==> config.mk <==
export PLATFORM = sky130hd
export DESIGN_NAME = hpt_walker
export DESIGN_NICKNAME = d
export VERILOG_FILES = /design/src/rtl/hpt_pkg.sv /design/src/rtl/hpt_addr_gen.sv /design/src/rtl/hpt_entry_eval.sv /design/src/rtl/hpt_flag_upd.sv /design/src/rtl/hpt_walker.sv
export SDC_FILE = /design/constraint.sdc
export NUM_CORES = 1
export LEC_CHECK = 0
export ABC_CLOCK_PERIOD_IN_PS = 5000
export CAP_MARGIN = 0
export CORE_MARGIN = 2
export CORE_UTILIZATION = 51
export CTS_CLUSTER_SIZE = 30
export DETAILED_ROUTE_END_ITERATION = 7
export PLACE_DENSITY = 0.91
export SETUP_SLACK_MARGIN = 0.02
export SYNTH_ARGS = -nofsm -noshare
export SYNTH_HDL_FRONTEND = slang
export SYNTH_HIERARCHICAL = 1
export SYNTH_SLANG_ARGS = --single-unit
==> constraint.sdc <==
create_clock -name clk -period 5 [get_ports clk]
set_input_delay 0.75 -clock clk [delete_from_list [all_inputs] [get_ports clk]]
set_output_delay 0.75 -clock clk [all_outputs]
set_load 0.03 [all_outputs]
==> src/rtl/hpt_pkg.sv <==
package hpt_pkg;

  localparam logic [1:0] STAT_GRANT = 2'd0;
  localparam logic [1:0] STAT_PROT  = 2'd1;
  localparam logic [1:0] STAT_MISS  = 2'd2;

  localparam logic [1:0] ACC_READ  = 2'd0;
  localparam logic [1:0] ACC_WRITE = 2'd1;
  localparam logic [1:0] ACC_EXEC  = 2'd2;

  localparam int TAG_VALID_BIT = 31;
  localparam int TAG_HSEL_BIT  = 6;
  localparam int FLG_REF_BIT   = 8;
  localparam int FLG_CHG_BIT   = 7;

  // page number, cache attributes and protection must agree between matches
  localparam logic [31:0] AGREE_MASK = 32'hFFFF_F07B;

  // rights vector is {exec, write, read}
  function automatic logic [2:0] pp_rights(input logic key, input logic [1:0] pp,
                                           input logic nx);
    logic rd, wr;
    if (!key) begin
      rd = 1'b1;
      wr = (pp != 2'd3);
    end else begin
      rd = (pp != 2'd0);
      wr = (pp == 2'd2);
    end
    return {~nx, wr, rd};
  endfunction

  function automatic logic access_ok(input logic [2:0] rights, input logic [1:0] acc);
    case (acc)
      ACC_EXEC:  return rights[2];
      ACC_WRITE: return rights[1];
      default:   return rights[0];
    endcase
  endfunction

endpackage

==> src/rtl/hpt_addr_gen.sv <==
module hpt_addr_gen #(
  parameter int VSID_W = 24,
  parameter int PIDX_W = 16,
  parameter int SLOTS  = 8,
  parameter int SLOT_W = $clog2(SLOTS)
) (
  input  logic [31:0]       base,
  input  logic [31:0]       mask,
  input  logic [VSID_W-1:0] vsid,
  input  logic [PIDX_W-1:0] pidx,
  input  logic              second,
  input  logic [SLOT_W-1:0] slot,
  input  logic              flag_word,
  output logic [31:0]       addr
);
  localparam int GRP_SHIFT = $clog2(SLOTS * 8);

  logic [31:0] hash;
  logic [31:0] grp_off;
  logic [31:0] slot_off;

  always_comb begin
    hash = 32'(vsid) ^ 32'(pidx);
    if (second) hash = ~hash;
    grp_off  = (hash << GRP_SHIFT) & mask;
    slot_off = 32'({slot, 3'b000});
    addr     = base + grp_off + slot_off + (flag_word ? 32'd4 : 32'd0);
  end
endmodule

==> src/rtl/hpt_entry_eval.sv <==
module hpt_entry_eval #(
  parameter int VSID_W = 24
) (
  input  logic [31:0]       tag_w,
  input  logic [31:0]       flg_w,
  input  logic              second,
  input  logic [VSID_W-1:0] vsid,
  input  logic [5:0]        api,
  input  logic              key,
  input  logic              nx,
  input  logic [1:0]        acc,
  input  logic              have_match,
  input  logic [31:0]       prev_flg,
  output logic              qual,
  output logic              clash,
  output logic [2:0]        rights,
  output logic              grant
);
  import hpt_pkg::*;

  logic tag_hit;

  always_comb begin
    tag_hit = (tag_w[7 +: VSID_W] == vsid) && (tag_w[5:0] == api);
    qual    = tag_w[TAG_VALID_BIT] && (tag_w[TAG_HSEL_BIT] == second) && tag_hit;
    clash   = have_match && ((prev_flg & AGREE_MASK) != (flg_w & AGREE_MASK));
    rights  = pp_rights(key, flg_w[1:0], nx);
    grant   = access_ok(rights, acc);
  end
endmodule

==> src/rtl/hpt_flag_upd.sv <==
module hpt_flag_upd (
  input  logic [31:0] sel_flg,
  input  logic        sel_grant,
  input  logic [1:0]  acc,
  output logic [31:0] new_flg,
  output logic        store,
  output logic        keep_wr
);
  import hpt_pkg::*;

  logic is_wr;
  logic chg_set;

  always_comb begin
    is_wr   = (acc == ACC_WRITE);
    chg_set = sel_grant && is_wr;
    new_flg = sel_flg;
    new_flg[FLG_REF_BIT] = 1'b1;
    if (chg_set) new_flg[FLG_CHG_BIT] = 1'b1;
    store   = (new_flg != sel_flg);
    keep_wr = sel_flg[FLG_CHG_BIT] || chg_set;
  end
endmodule

==> src/rtl/hpt_walker.sv <==
module hpt_walker #(
  parameter int VSID_W = 24,
  parameter int PIDX_W = 16,
  parameter int SLOTS  = 8
) (
  input  logic              clk,
  input  logic              rst_n,
  input  logic              req_valid,
  input  logic [VSID_W-1:0] req_vsid,
  input  logic [PIDX_W-1:0] req_pidx,
  input  logic              req_key,
  input  logic              req_nx,
  input  logic [1:0]        req_acc,
  input  logic [31:0]       tbl_base,
  input  logic [31:0]       tbl_mask,
  output logic              busy,
  output logic              done,
  output logic [1:0]        status,
  output logic [19:0]       rpn,
  output logic [2:0]        perm,
  output logic              mem_req,
  output logic              mem_we,
  output logic [31:0]       mem_addr,
  output logic [31:0]       mem_wdata,
  input  logic              mem_ack,
  input  logic [31:0]       mem_rdata
);
  import hpt_pkg::*;

  localparam int SLOT_W = $clog2(SLOTS);
  localparam logic [SLOT_W-1:0] LAST_SLOT = SLOT_W'(SLOTS - 1);

  typedef enum logic [2:0] {
    S_IDLE, S_RD_TAG, S_RD_FLG, S_EVAL, S_FLAGS, S_WB, S_PASS_END, S_FIN
  } walk_state_e;

  walk_state_e state_q;

  logic [VSID_W-1:0] vsid_q;
  logic [PIDX_W-1:0] pidx_q;
  logic              key_q, nx_q;
  logic [1:0]        acc_q;
  logic              second_q;
  logic [SLOT_W-1:0] slot_q, good_q;
  logic [31:0]       tag_q, flg_q;
  logic              have_match_q, found_q;
  logic [31:0]       sel_flg_q;
  logic [2:0]        sel_rights_q;
  logic              sel_grant_q;
  logic [1:0]        status_q;
  logic [19:0]       rpn_q;
  logic [2:0]        perm_q;

  // named internal events
  logic        ev_qual, ev_clash, ev_grant;
  logic [2:0]  ev_rights;
  logic [31:0] fl_new;
  logic        fl_store, fl_keep_wr;
  logic [1:0]  pass_stat;
  logic [19:0] pass_rpn;
  logic [2:0]  pass_perm;
  logic        accept;

  hpt_addr_gen #(.VSID_W(VSID_W), .PIDX_W(PIDX_W), .SLOTS(SLOTS)) u_addr (
    .base     (tbl_base),
    .mask     (tbl_mask),
    .vsid     (vsid_q),
    .pidx     (pidx_q),
    .second   (second_q),
    .slot     ((state_q == S_WB) ? good_q : slot_q),
    .flag_word(state_q != S_RD_TAG),
    .addr     (mem_addr)
  );

  hpt_entry_eval #(.VSID_W(VSID_W)) u_eval (
    .tag_w     (tag_q),
    .flg_w     (flg_q),
    .second    (second_q),
    .vsid      (vsid_q),
    .api       (pidx_q[PIDX_W-1 -: 6]),
    .key       (key_q),
    .nx        (nx_q),
    .acc       (acc_q),
    .have_match(have_match_q),
    .prev_flg  (sel_flg_q),
    .qual      (ev_qual),
    .clash     (ev_clash),
    .rights    (ev_rights),
    .grant     (ev_grant)
  );

  hpt_flag_upd u_flags (
    .sel_flg  (sel_flg_q),
    .sel_grant(sel_grant_q),
    .acc      (acc_q),
    .new_flg  (fl_new),
    .store    (fl_store),
    .keep_wr  (fl_keep_wr)
  );

  always_comb begin
    if (found_q) begin
      pass_stat = sel_grant_q ? STAT_GRANT : STAT_PROT;
      pass_rpn  = sel_flg_q[31:12];
      pass_perm = sel_rights_q & {1'b1, fl_keep_wr, 1'b1};
    end else begin
      pass_stat = STAT_MISS;
      pass_rpn  = '0;
      pass_perm = '0;
    end
  end

  assign accept    = (state_q == S_IDLE) && req_valid;
  assign busy      = (state_q != S_IDLE);
  assign done      = (state_q == S_FIN);
  assign status    = status_q;
  assign rpn       = rpn_q;
  assign perm      = perm_q;
  assign mem_req   = (state_q == S_RD_TAG) || (state_q == S_RD_FLG) || (state_q == S_WB);
  assign mem_we    = (state_q == S_WB);
  assign mem_wdata = fl_new;

  always_ff @(posedge clk or negedge rst_n) begin
    if (!rst_n) begin
      state_q      <= S_IDLE;
      vsid_q       <= '0;
      pidx_q       <= '0;
      key_q        <= 1'b0;
      nx_q         <= 1'b0;
      acc_q        <= ACC_READ;
      second_q     <= 1'b0;
      slot_q       <= '0;
      good_q       <= '0;
      tag_q        <= '0;
      flg_q        <= '0;
      have_match_q <= 1'b0;
      found_q      <= 1'b0;
      sel_flg_q    <= '0;
      sel_rights_q <= '0;
      sel_grant_q  <= 1'b0;
      status_q     <= STAT_MISS;
      rpn_q        <= '0;
      perm_q       <= '0;
    end else begin
      case (state_q)
        S_IDLE: if (accept) begin
          vsid_q       <= req_vsid;
          pidx_q       <= req_pidx;
          key_q        <= req_key;
          nx_q         <= req_nx;
          acc_q        <= req_acc;
          second_q     <= 1'b0;
          slot_q       <= '0;
          have_match_q <= 1'b0;
          found_q      <= 1'b0;
          state_q      <= S_RD_TAG;
        end
        S_RD_TAG: if (mem_ack) begin
          tag_q   <= mem_rdata;
          state_q <= S_RD_FLG;
        end
        S_RD_FLG: if (mem_ack) begin
          flg_q   <= mem_rdata;
          state_q <= S_EVAL;
        end
        S_EVAL: begin
          if (ev_qual && ev_clash) begin
            found_q <= 1'b0;
            state_q <= S_PASS_END;
          end else begin
            if (ev_qual) begin
              have_match_q <= 1'b1;
              found_q      <= 1'b1;
              good_q       <= slot_q;
              sel_flg_q    <= flg_q;
              sel_rights_q <= ev_rights;
              sel_grant_q  <= ev_grant;
            end
            if (ev_qual && ev_grant) begin
              state_q <= S_FLAGS;
            end else if (slot_q == LAST_SLOT) begin
              state_q <= (found_q || ev_qual) ? S_FLAGS : S_PASS_END;
            end else begin
              slot_q  <= slot_q + 1'b1;
              state_q <= S_RD_TAG;
            end
          end
        end
        S_FLAGS: state_q <= fl_store ? S_WB : S_PASS_END;
        S_WB: if (mem_ack) state_q <= S_PASS_END;
        S_PASS_END: begin
          if (!second_q) begin
            status_q <= pass_stat;
            rpn_q    <= pass_rpn;
            perm_q   <= pass_perm;
            if (pass_stat == STAT_GRANT) begin
              state_q <= S_FIN;
            end else begin
              second_q <= 1'b1;
              slot_q   <= '0;
              found_q  <= 1'b0;
              state_q  <= S_RD_TAG;
            end
          end else begin
            if (found_q) begin
              status_q <= pass_stat;
              rpn_q    <= pass_rpn;
              perm_q   <= pass_perm;
            end
            state_q <= S_FIN;
          end
        end
        S_FIN:   state_q <= S_IDLE;
        default: state_q <= S_IDLE;
      endcase
    end
  end


  mem_hold_chk: assert property (@(posedge clk) disable iff (!rst_n)
    mem_req && !mem_ack |=> mem_req && $stable(mem_addr) && $stable(mem_we));


  wb_flag_word_chk: assert property (@(posedge clk) disable iff (!rst_n)
    mem_req && mem_we |-> mem_addr[2] && found_q);


  done_pulse_chk: assert property (@(posedge clk) disable iff (!rst_n)
    done |=> !done);


  miss_empty_chk: assert property (@(posedge clk) disable iff (!rst_n)
    done && (status == STAT_MISS) |-> (perm == 3'd0) && (rpn == 20'd0));


  grant_right_chk: assert property (@(posedge clk) disable iff (!rst_n)
    done && (status == STAT_GRANT) |-> access_ok(perm, acc_q));


  second_after_fail_chk: assert property (@(posedge clk) disable iff (!rst_n)
    $rose(second_q) |-> (status_q != STAT_GRANT));


  busy_hold_chk: assert property (@(posedge clk) disable iff (!rst_n)
    busy && !done |=> busy);

endmodule

==> run metrics, run 1 <==
Gate Count Post-Synth=866; total power=7690 uW; most common cell in the synthesized netlist=dfrtp_1; EDFF count, synth=0; Synth area leader=dfrtp_1; clock sinks=181; Most Frequent Cell on Critical Path=a21oi_1; worst reg2reg path startpoint=second_q; worst-margin pin slew=1.13 ns; ys flop type=dfrtp_1; final slew viol count=0; combinational power share=52.1%; Setup WS post-layout=0.228 ns; Fmax=210 MHz; Flop pwr share=31.0%; vias per inst=5.58; synth top area cells=dfrtp_1 44%, mux2_2 16%, xnor2_1 6.0%, xor2_1 4.7%, ha_1 4.1%; clk_skew=0.00971 ns; P per Cell Area=593 nW/um^2; startpoint types=flip-flop; syn_area_per_cell=11.7 sq um; Rel. slew slack=24.9%; final core utilization=66.4%; crit path launch=second_q; CTS tree=built; H-Tree Depth=4; synth cell count leaders=180 x dfrtp_1, 147 x mux2_2, 70 x xnor2_1, 55 x xor2_1, 40 x buf_4; post-CTS setup repair buffer count=0; DR vias=7,415; Placer Congestion=0.880; I/O Pins=237; top cell type's share of synthesized area=44.4%; Buf+Inv Stages, Crit Path=2; Filler Cell Count=1,483; Synth async-reset ratio=100%; fin crit share=95.4%; post-cts sizing count=1; die height=145 um; synthesized cell area=10,200 sq um; first-pass GRT wire length=40,100 um; Crit Path Max Fanout=16; worst flop-to-flop path endpoint=sel_flg_q[21]; Worst Setup End Kind=primary output; Worst path slowest cell=clkdlybuf4s50_1; fraction of layout cells with a size suffix above 1=19.6%; CTS root buf=clkbuf_16; Antenna Nets Post-Route=0; sequential-to-total area share from yosys stat=44.6%; DRC errors left=0; CTS clk-pin slew, worst paths=0.07 ns; Power Internal=4620 uW; crit path capture=mem_addr[29]; drt pass-1 iters=5; critical path arrival=4.02 ns; Die Area=21,100 sq um; vias in the first global route=7,559; largest net degree at the start of global routing=108; clock latency on the worst-skew pair=0.43 ns; switching pwr=3070 uW; CORE AREA=19,500 sq um; Initial DRC Count=416; status=finished, final reports clean; Detailed Place HPWL=19,400 um; minimum clock period=4.77 ns; Crit path required time=4.25 ns; global route overflow=0; Final setup viols=0; dpl ws=0.0597 ns; initial antenna violation count=2; cells along the critical path=buf_4 -> xor2_1 -> and2_1 -> ha_1 -> a21oi_1 -> o21bai_1 -> a21o_1 -> a211oi_1 -> o21ai_0 -> a21oi_1 -> xnor2_1 -> clkdlybuf4s50_1; critical path depth=12; CP Class=flip-flop to primary output; PortBufs=225; synth warn=6; row count=51; Area growth syn-to-layout=27.7%; maxcap violations=0; worst ir drop on vdd=0.472 mV; Leak=0.00559 uW; setup_tns=0 ns; gr usage total=23.9%; layout net count=1,229; cts hold-fix bufs=0; Sw Ratio=40.0%; Clk network pwr share=16.9%; reg2reg path depth=7; DIE WIDTH=145 um; Crit path largest cell delay=0.69 ns; Hold Vio Cnt, Final=0; CP top delay family=compound AO/OA/AOI/OAI gates; Hold WC Path Type=input port to async pin; #FFs+latches synth=181; Synth cell types=64; unrepaired setup endpoints after global routing=false; total CTS buffers=17; WL final=25,400 um; Synth Net Count=1,044; clk buf depth=2; r2r setup slk=1.53 ns; WL/cell=19.1 um; initial core utilization=52.0%
[worst reg2reg max path, delay by kind of cell, from the launching register on]
kind / cells / cell delay [ns]
flip-flops: 1 / 0.61
XOR/XNOR: 1 / 0.23
multiplexers: 1 / 0.44
AND/OR/NAND/NOR: 4 / 1.58
buffers and inverters: 1 / 0.49
[power groups by stage]
stage               combinational (uW)  clock (uW)  sequential [uW]
floorplan                         2850           0             2270
global placement                  3880           0             2390
detailed placement                3980           0             2420
CTS                               4000        1320             2390
global route                      4310        1370             2450
finish                            4010        1300             2380
[cell usage in the layout, fill, tap and decap left out, drive strengths merged, types with 24 or more instances in the layout]
cell / n
clkdlybuf4s50: 222
dfrtp: 180
mux2: 150
xnor2: 70
xor2: 55
a21oi: 36
ha: 33
nand2: 31
and2: 30
o21ai: 26
nor2: 24
a22o: 24
[metal layers]
metal  global-route usage, %  share of wire, %  vias up
li1                        -                 -     3413
met1                    31.4                42     3666
met2                    40.0                50      271
met3                    4.72               5.1       63
met4                    8.14               3.3        2
met5                       0             0.051        -
[metrics by stage]
step	hold slack [ns]	std cells	instance area, sq um
5_1_grt	0.510	1330	13000
3_3_place_gp	0.479	1297	12400
2_1_floorplan	0.454	866	10200
4_1_cts	0.498	1329	12900
3_5_place_dp	0.483	1297	12400
6_report	0.435	1330	13000
[final cells by class]
| cell class | count | area [sq um] | area share, % |
|---|---|---|---|
| Clock buffer | 22 | 474 | 3.66 |
| Tap cell | 265 | 332 | 2.56 |
| Multi-Input combinational cell | 603 | 5140 | 39.6 |
| Timing Repair Buffer | 236 | 2340 | 18.0 |
| Antenna cell | 1 | 2.50 | 0.0193 |
| Inverter | 12 | 45.0 | 0.348 |
| Clock inverter | 10 | 97.6 | 0.753 |
| Sequential cell | 181 | 4530 | 35.0 |
[worst min path at each step]
stage               endpoint  slack, ns  depth (start not counted)
3_5_place_dp         perm[2]       0.48                          1
3_3_place_gp         perm[2]       0.48                          1
2_1_floorplan       acc_q[0]       0.45                          0
5_1_grt              perm[2]       0.51                          1
4_1_cts        sel_flg_q[11]       0.50                          1
6_report       sel_flg_q[11]       0.44                          1
[cells by family (layout without fill, tap and decap cells)]
kind of cell	count (synthesis)	count (layout)	share of synthesized area [%]
adders and majority gates	34	34	4.26
buffers and inverters	82	280	5.20
muxes	151	151	16.7
AOI/OAI and AO/OA	142	142	10.0
and+or+nand+nor	150	150	8.34
xor gates and xnor gates	125	125	10.8
DFF	181	181	44.6
other	1	2	0.0369
[registers in the layout, summed over array words and instances, names as in the netlist]
signal and count:
pidx_q 16, sel_flg_q 32, state_q 3, have_match_q 1
vsid_q 24, acc_q 2, perm 3, flg_q 32
status 2, rpn 20, tag_q 32, sel_grant_q 1
slot_q 3, nx_q 1, key_q 1, sel_rights_q 3
second_q 1, good_q 3, found_q 1
No activity file was read; power rests on OpenSTA's default activity.
==> run 2, diff against run 1 <==
Settings changed: CTS_CLUSTER_SIZE 30 to unset.
==> results of run 2 <==
No change in the layout: final DEF, timing and power equal those of run 1.
==> run 3, diff against run 2 <==
Settings changed: CTS_BUF_LIST set to sky130_fd_sc_hd__clkbuf_4 sky130_fd_sc_hd__clkbuf_8 sky130_fd_sc_hd__clkbuf_16.
==> run metrics, run 3 (synthesis results as in run 1) <==
crit path capture=mem_addr[29]; clk buf depth=2; DRC errors left=0; maxcap violations=0; CTS root buf=clkbuf_16; drt pass-1 iters=7; top routing layer in use=met5; fin crit share=95.5%; worst reg2reg path startpoint=second_q; Most Frequent Cell on Critical Path=a21oi_1; total CTS buffers=17; I/O Pins=237; metal3 WL=1280 um; biggest regs=flg_q: 32 flops, sel_flg_q: 32 flops, tag_q: 32 flops; startpoint types=flip-flop; Detailed Place HPWL=19,400 um; Worst path slowest cell=clkdlybuf4s50_1; Crit path required time=4.25 ns; initial core utilization=52.0%; Final setup viols=0; CTS tree=built; first-pass GRT wire length=40,100 um; Leak=0.00560 uW; final slew viol count=0; CORE AREA=19,500 sq um; post-CTS setup repair buffer count=0; Hold Vio Cnt, Final=0; Buf+Inv Stages, Crit Path=2; commonest non-fill, non-tap cell in the layout=clkdlybuf4s50_1; vias per inst=5.54; worst ir drop on vdd=0.472 mV; Worst Setup End Kind=primary output; r2r setup slk=1.52 ns; fraction of layout cells with a size suffix above 1=19.8%; Placer Congestion=0.880; Die Area=21,100 sq um; cells along the critical path=buf_4 -> xor2_1 -> and2_1 -> ha_1 -> a21oi_1 -> o21bai_1 -> a21o_1 -> a211oi_1 -> o21ai_0 -> a21oi_1 -> xnor2_1 -> clkdlybuf4s50_1; CTS clk-pin slew, worst paths=0.07 ns; row count=51; vias in the first global route=7,565; critical path depth=12; WL final=25,400 um; PortBufs=225; total power=7700 uW; crit path launch=second_q; Fmax=209 MHz; status=finished, final reports clean; H-Tree Depth=4; Rel. slew slack=26.2%; minimum clock period=4.77 ns; layout net count=1,229; setup_tns=0 ns; Crit Path Max Fanout=16; Hold WC Path Type=input port to async pin; DIE WIDTH=145 um; initial antenna violation count=2; largest net degree at the start of global routing=108; met2 wire length=12,500 um; DR vias=7,380; CP Class=flip-flop to primary output; unrepaired setup endpoints after global routing=false; most frequent cells in the layout=222 x clkdlybuf4s50_1, 179 x dfrtp_1, 147 x mux2_2; clk_skew=0.0169 ns; gr usage total=23.9%; met1 wire length=10,800 um; die height=145 um; CP top delay family=compound AO/OA/AOI/OAI gates; Antenna Nets Post-Route=0; Crit path largest cell delay=0.69 ns; worst flop-to-flop path endpoint=sel_flg_q[21]; global route overflow=0; critical path arrival=4.02 ns; Initial DRC Count=410; worst-margin pin slew=1.11 ns; cts hold-fix bufs=0; P per Cell Area=594 nW/um^2; Area growth syn-to-layout=27.8%; clock latency on the worst-skew pair=0.43 ns; clock sinks=181; WL/cell=19.1 um; reg2reg path depth=7
==> run 3: repair_timing <==
| action | 4_1_cts | 5_1_grt |
|---|---|---|
| endpoints found under the hold margin | 0 | 0 |
| setup endpoints to repair | 1 | 8 |
| gates resized for setup | 1 | 4 |
==> run 3: worst min-delay path by stage <==
stage,start,endpoint,slack (ns),cells after the start
after detailed placement,sel_rights_q[2],perm[2],0.48,1
after global routing,sel_rights_q[2],perm[2],0.51,1
after global placement,sel_rights_q[2],perm[2],0.48,1
after CTS,rst_n,sel_flg_q[11],0.50,1
final,rst_n,sel_flg_q[11],0.44,1
after floorplan,rst_n,acc_q[0],0.45,0
==> run 3: through the flow <==
step           utilization (%)  std cells  setup slack (ns)  cell area, sq um  hold WS [ns]
6_report                  66.4       1331             0.226             13000         0.437
4_1_cts                   66.3       1329             0.132             12900         0.498
5_1_grt                   66.4       1330            0.0432             13000         0.510
3_3_place_gp              63.3       1297             0.104             12400         0.479
2_1_floorplan                -        866             0.752             10200         0.454
3_5_place_dp              63.3       1297            0.0597             12400         0.483
==> run 3: area by class of cell <==
| cell class | count | area (sq um) |
|---|---|---|
| multi-input combinational | 603 | 5140 |
| antenna | 2 | 5.00 |
| inverter | 12 | 45.0 |
| tap | 265 | 332 |
| sequential | 181 | 4530 |
| clock buffer | 22 | 482 |
| clock inverter | 10 | 97.6 |
| fill | 1484 | 6560 |
| timing repair buffer | 236 | 2340 |
==> run 3: layer usage <==
metal | up-vias | GRT usage, %
li1 | 3410 | -
met1 | 3628 | 31.3
met2 | 275 | 39.9
met3 | 65 | 4.65
met4 | 2 | 8.28
met5 | - | 0
==> run 3: report_power, final <==
group          internal [uW]  switching [uW]
sequential              1940             449
combinational           1950            2060
clock                    740             564
total                   4630            3070
